$ cat src/rtl/ddr_rd_pkg.sv
package ddr_rd_pkg;
    localparam int CL_MIN   = 2;
    localparam int CL_MAX   = 3;
    localparam int BL_MAX   = 8;
    localparam int PAIR_MAX = BL_MAX / 2;
    localparam int PAIR_W   = $clog2(PAIR_MAX);
    localparam int BEAT_W   = PAIR_W + 1;
    localparam int WR_W     = $clog2(PAIR_MAX + 2);
    localparam int CL_W     = $clog2(CL_MAX);

    typedef enum logic [1:0] {
        CMD_NOP   = 2'd0,
        CMD_READ  = 2'd1,
        CMD_WRITE = 2'd2,
        CMD_STOP  = 2'd3
    } ddr_cmd_e;

    typedef struct packed {
        logic [CL_MAX-1:0] rd_pipe;
        logic [CL_MAX-1:0] stop_pipe;
        logic              busy;
        logic [PAIR_W-1:0] pair;
        logic [WR_W-1:0]   wr_left;
    } burst_st_t;
endpackage

$ cat src/rtl/ddr_cmd_decode.sv
module ddr_cmd_decode
    import ddr_rd_pkg::*;
(
    input  logic     cs_n,
    input  logic     ras_n,
    input  logic     cas_n,
    input  logic     we_n,
    output ddr_cmd_e cmd
);
    always_comb begin
        cmd = CMD_NOP;
        if (!cs_n && ras_n) begin
            case ({cas_n, we_n})
                2'b01:   cmd = CMD_READ;
                2'b00:   cmd = CMD_WRITE;
                2'b10:   cmd = CMD_STOP;
                default: cmd = CMD_NOP;
            endcase
        end
    end
endmodule

$ cat src/rtl/ddr_burst_cfg.sv
module ddr_burst_cfg
    import ddr_rd_pkg::*;
(
    input  logic [1:0]        cfg_burst,
    input  logic [1:0]        cfg_cas_lat,
    output logic [PAIR_W-1:0] pairs_m1,
    output logic [WR_W-1:0]   wr_span,
    output logic [CL_W-1:0]   lat_tap
);
    int pairs;
    int lat;

    always_comb begin
        pairs = (cfg_burst == 2'd0) ? 1 : (1 << (int'(cfg_burst) - 1));
        if (pairs > PAIR_MAX) pairs = PAIR_MAX;
        pairs_m1 = PAIR_W'(pairs - 1);
        wr_span  = WR_W'(pairs + 1);
        lat = int'(cfg_cas_lat);
        if (lat < CL_MIN) lat = CL_MIN;
        if (lat > CL_MAX) lat = CL_MAX;
        lat_tap = CL_W'(lat - 1);
    end
endmodule

$ cat src/rtl/ddr_rd_burst_ctl.sv
module ddr_rd_burst_ctl
    import ddr_rd_pkg::*;
(
    input  logic              clk,
    input  logic              rst_n,
    input  logic              cs_n,
    input  logic              ras_n,
    input  logic              cas_n,
    input  logic              we_n,
    input  logic [1:0]        cfg_cas_lat,
    input  logic [1:0]        cfg_burst,
    output logic              dq_oe,
    output logic              dqs_oe,
    output logic              dqs_out,
    output logic [BEAT_W-1:0] beat_idx
);
    ddr_cmd_e          cmd;
    logic [PAIR_W-1:0] pairs_m1;
    logic [WR_W-1:0]   wr_span;
    logic [CL_W-1:0]   lat_tap;
    burst_st_t         st_d, st_q;
    logic              stop_ok, rd_emerge, stop_emerge, preamble;

    ddr_cmd_decode i_dec (
        .cs_n  (cs_n),
        .ras_n (ras_n),
        .cas_n (cas_n),
        .we_n  (we_n),
        .cmd   (cmd)
    );

    ddr_burst_cfg i_cfg (
        .cfg_burst   (cfg_burst),
        .cfg_cas_lat (cfg_cas_lat),
        .pairs_m1    (pairs_m1),
        .wr_span     (wr_span),
        .lat_tap     (lat_tap)
    );

    always_comb begin
        st_d        = st_q;
        stop_ok     = (cmd == CMD_STOP) && (st_q.wr_left == '0);
        rd_emerge   = st_q.rd_pipe[lat_tap];
        stop_emerge = st_q.stop_pipe[lat_tap];
        preamble    = rd_emerge && !st_q.busy;

        st_d.rd_pipe   = {st_q.rd_pipe[CL_MAX-2:0], cmd == CMD_READ};
        st_d.stop_pipe = {st_q.stop_pipe[CL_MAX-2:0], stop_ok};

        if (cmd == CMD_WRITE)
            st_d.wr_left = wr_span;
        else if (st_q.wr_left != '0)
            st_d.wr_left = st_q.wr_left - 1'b1;

        if (st_q.busy) begin
            if (st_q.pair == pairs_m1)
                st_d.busy = 1'b0;
            else
                st_d.pair = st_q.pair + 1'b1;
        end
        if (stop_emerge)
            st_d.busy = 1'b0;
        if (rd_emerge) begin
            st_d.busy = 1'b1;
            st_d.pair = '0;
        end
    end

    always_ff @(posedge clk) begin
        if (!rst_n)
            st_q <= '0;
        else
            st_q <= st_d;
    end

    assign dq_oe    = st_q.busy;
    assign dqs_oe   = st_q.busy || preamble;
    assign dqs_out  = st_q.busy && clk;
    assign beat_idx = st_q.busy ? {st_q.pair, ~clk} : '0;

    AST_PREAMBLE_THEN_DATA: assert property (@(posedge clk) disable iff (!rst_n)
        preamble |=> (st_q.busy && st_q.pair == '0));

    AST_LAST_PAIR_ENDS: assert property (@(posedge clk) disable iff (!rst_n)
        (st_q.busy && st_q.pair == pairs_m1 && !rd_emerge) |=> !st_q.busy);

    AST_STOP_FLOATS: assert property (@(posedge clk) disable iff (!rst_n)
        (stop_emerge && !rd_emerge) |=> !dq_oe);

    AST_WRITE_BLOCKS_STOP: assert property (@(posedge clk) disable iff (!rst_n)
        (st_q.wr_left != '0) |=> !st_q.stop_pipe[0]);

    AST_PAIR_STEP: assert property (@(posedge clk) disable iff (!rst_n)
        (st_q.busy && st_q.pair != pairs_m1 && !stop_emerge && !rd_emerge)
        |=> (st_q.busy && st_q.pair == PAIR_W'($past(st_q.pair) + 1'b1)));
endmodule

$ cat config.mk
export PLATFORM = sky130hd
export DESIGN_NAME = ddr_rd_burst_ctl
export DESIGN_NICKNAME = d
export VERILOG_FILES = /design/src/rtl/ddr_rd_pkg.sv /design/src/rtl/ddr_cmd_decode.sv /design/src/rtl/ddr_burst_cfg.sv /design/src/rtl/ddr_rd_burst_ctl.sv
export SDC_FILE = /design/constraint.sdc
export NUM_CORES = 1
export LEC_CHECK = 0
export BUFFER_PORTS_ARGS = -buffer_cell sky130_fd_sc_hd__buf_2
export CORE_AREA = 2 2 39 41
export CTS_CLUSTER_SIZE = 25
export DETAILED_ROUTE_END_ITERATION = 16
export DIE_AREA = 0 0 41 43
export GPL_ROUTABILITY_DRIVEN = 0
export PLACE_DENSITY = 0.72
export REMOVE_ABC_BUFFERS = 1
export SLEW_MARGIN = 20
export SYNTH_ARGS = -nofsm -noshare
export SYNTH_HDL_FRONTEND = slang
export SYNTH_SLANG_ARGS = --single-unit
$ cat constraint.sdc
create_clock -name clk -period 2.3 [get_ports clk]
set_input_delay 0.345 -clock clk [delete_from_list [all_inputs] [get_ports clk]]
set_output_delay 0.345 -clock clk [all_outputs]
set_load 0.005 [all_outputs]
==> summary.txt <==
Outcome
  – Status: complete, no violations

Power
  – Combinational Power Share: 0.251
  – Sequential Power Share: 0.348
  – Peak supply drop: 488.9 uV
  – Net load switching power: 203.1 uW
  – P_leak: 0.3743 nW
  – Switching Share: 0.2912
  – Clock network fraction of design power: 0.401
  – PwrDens: 896.0 mW/mm2
  – Internal: 494.3 uW

Floorplan
  – Core box area: 0.001384 mm2
  – Die area: 0.001763 mm2
  – FP Rows: 14
  – Die height: 43 um
  – Die W: 41 um
  – Ports: 16
  – Initial Util: 0.4494

Routing
  – Routed vias/inst: 5.037
  – Vias: 549
  – 1st-iter DRT viols: 7
  – DRT Pass-1 Iters: 4
  – DRC: 0
  – Detail Route Antenna Nets: 0
  – Average wire per standard cell: 11.06 um
  – Post-Route WL: 1206 um

Setup path
  – CP arrival: 1.64 ns
  – Critical path class: clock port to primary output
  – CP Data Required Time: 1.96 ns
  – CP endpoint kind: primary output
  – Max FO, Critical Path: 2
  – Crit path launch type: clock port

Synth
  – Register area share after synthesis: 0.3863
  – Register bit count reported by yosys: 12
  – Synthesized area: 621.8 um2
  – Number of enable flip-flop cells after synthesis: 0
  – Post-synth top flop: dfxtp_1
  – Avg Cell Area, Syn: 8.758 um2
  – Yosys warning count: 0
  – Yosys cell types: 25
  – Async set-reset flop share out of synthesis: 0
  – Syn Inst Count: 71

Finish
  – Finished Core Util: 0.5624
  – ANT cells: 0
  – Share of layout cells above drive strength 1: 0.2473
  – Highest-count cells in the layout ignoring fill and taps: buf_2 (15), dfxtp_1 (12), and2_1 (7), clkbuf_4 (7)
  – Layout Nets: 108
  – Area delta synth->final: 25.15%
  – Commonest non-fill, non-tap cell in the layout: buf_2

Timing
  – Hold Violations, Final: 0
  – Slew Viols, Final: 0
  – Setup TNS: 0 ns
  – Final setup viols: 0
  – RSZ-0062 raised after global routing: no
  – WHS: 0.2586 ns
  – Rel. slew slack: 0.7763
  – Worst-margin pin slew: 0.3271 ns
  – Worst clock skew: 0.006397 ns

Placement
  – Detail Placement HPWL: 874.2 um
  – Port Buf Inserts: 15

Global route
  – Initial antenna violation count: 0
  – Most used routing layer in global routing: met2
  – Met3 usage: 0.07853
  – Vias in the first global route: 500
  – Largest net degree at the start of global routing: 10
  – Remaining global-route overflow: 0
  – Gr usage total: 0.1657
  – M2 GR Usage: 0.2469
  – Met1 GRT Util: 0.1738
  – Global-route wire length before repair: 1883 um

Clocking
  – Cts hold-fix bufs: 0
  – CTS tree: done
  – Clock-pin slew on the worst setup and hold paths: 0.08 ns
  – Post-CTS Setup Bufs: 0
  – CTS resizes: 0
  – Clk_lat worst skew: 0.38 ns

Job
  – Max-cap violation count: 0

Hold path
  – Worst Hold Class: primary input to flop
## cells by family after synthesis
logic type | Yosys count | synth area share
AO/OA/AOI/OAI | 13 | 0.1368
buffers and inverters | 8 | 0.05029
XOR/XNOR | 1 | 0.01409
flip-flops | 12 | 0.3863
multiplexers | 3 | 0.04829
adder cells (fa/ha/maj) | 5 | 0.1006
AND/OR/NAND/NOR | 29 | 0.2636
## critical path: stages
cell and delay, ns:
clkbuf_4 0.11, clkbuf_4 0.12, and2_1 0.14, buf_2 0.12
## path summary, 6_finish.rpt
path / startpoint / endpoint / slack, ns / depth (start not counted)
setup / recovery: clk / dqs_out / 0.31 / 4
hold / removal: ras_n / st_d[7] / 0.26 / 3
setup reg to reg: st_q[0] / st_q[0] / 1.11 / 6
hold reg to reg: st_d[10] / st_d[11] / 0.43 / 1
## cells in the mapped netlist, types with 2 or more instances
cell type	count	area [um2]
nor2_1	5	18.77
nor2b_1	2	12.51
a21oi_1	4	20.02
dfxtp_1	12	240.2
nand2_1	6	22.52
and2_1	7	43.79
nand2b_1	3	18.77
or3b_1	2	17.52
inv_1	6	22.52
mux2i_1	3	30.03
o21ai_0	3	15.01
ha_1	5	62.56
## power groups by stage
stage | clock network [mW] | registers (mW) | logic (mW)
2_1_floorplan | 0.000843 | 0.244 | 0.134
3_3_place_gp | 0.00153 | 0.248 | 0.167
3_5_place_dp | 0.00153 | 0.247 | 0.173
4_1_cts | 0.290 | 0.243 | 0.178
5_1_grt | 0.300 | 0.246 | 0.202
6_report | 0.280 | 0.242 | 0.175
## metrics by stage
step	instance area [um2]	total power [mW]	cells	worst slack, ns
after global placement	708.2	0.4163	100	0.4012
after CTS	778.2	0.7106	109	0.3067
after detailed placement	708.2	0.4214	100	0.3508
after floorplan	613.1	0.3794	69	0.5439
final	778.2	0.6973	109	0.3127
after global routing	778.2	0.7479	109	0.2976
## state kept, by name (all words and copies together) (netlist names)
name   count
st_q       7
dq_oe      1
st_d       4
## cell type report
cell class / instances / area [um2]
timing repair buffer: 13 / 65.06
sequential: 12 / 240.2
tap: 16 / 20.02
inverter: 6 / 22.52
clock buffer: 11 / 80.08
multi-input combinational: 51 / 350.3
fill: 131 / 605.6
## metal layers
metal | part of all wire | wire length [um]
met1 | 0.45 | 542
met2 | 0.47 | 571
met3 | 0.063 | 76
met4 | 0.012 | 14
met5 | 0 | 0
(Power assumes the default switching activity.)
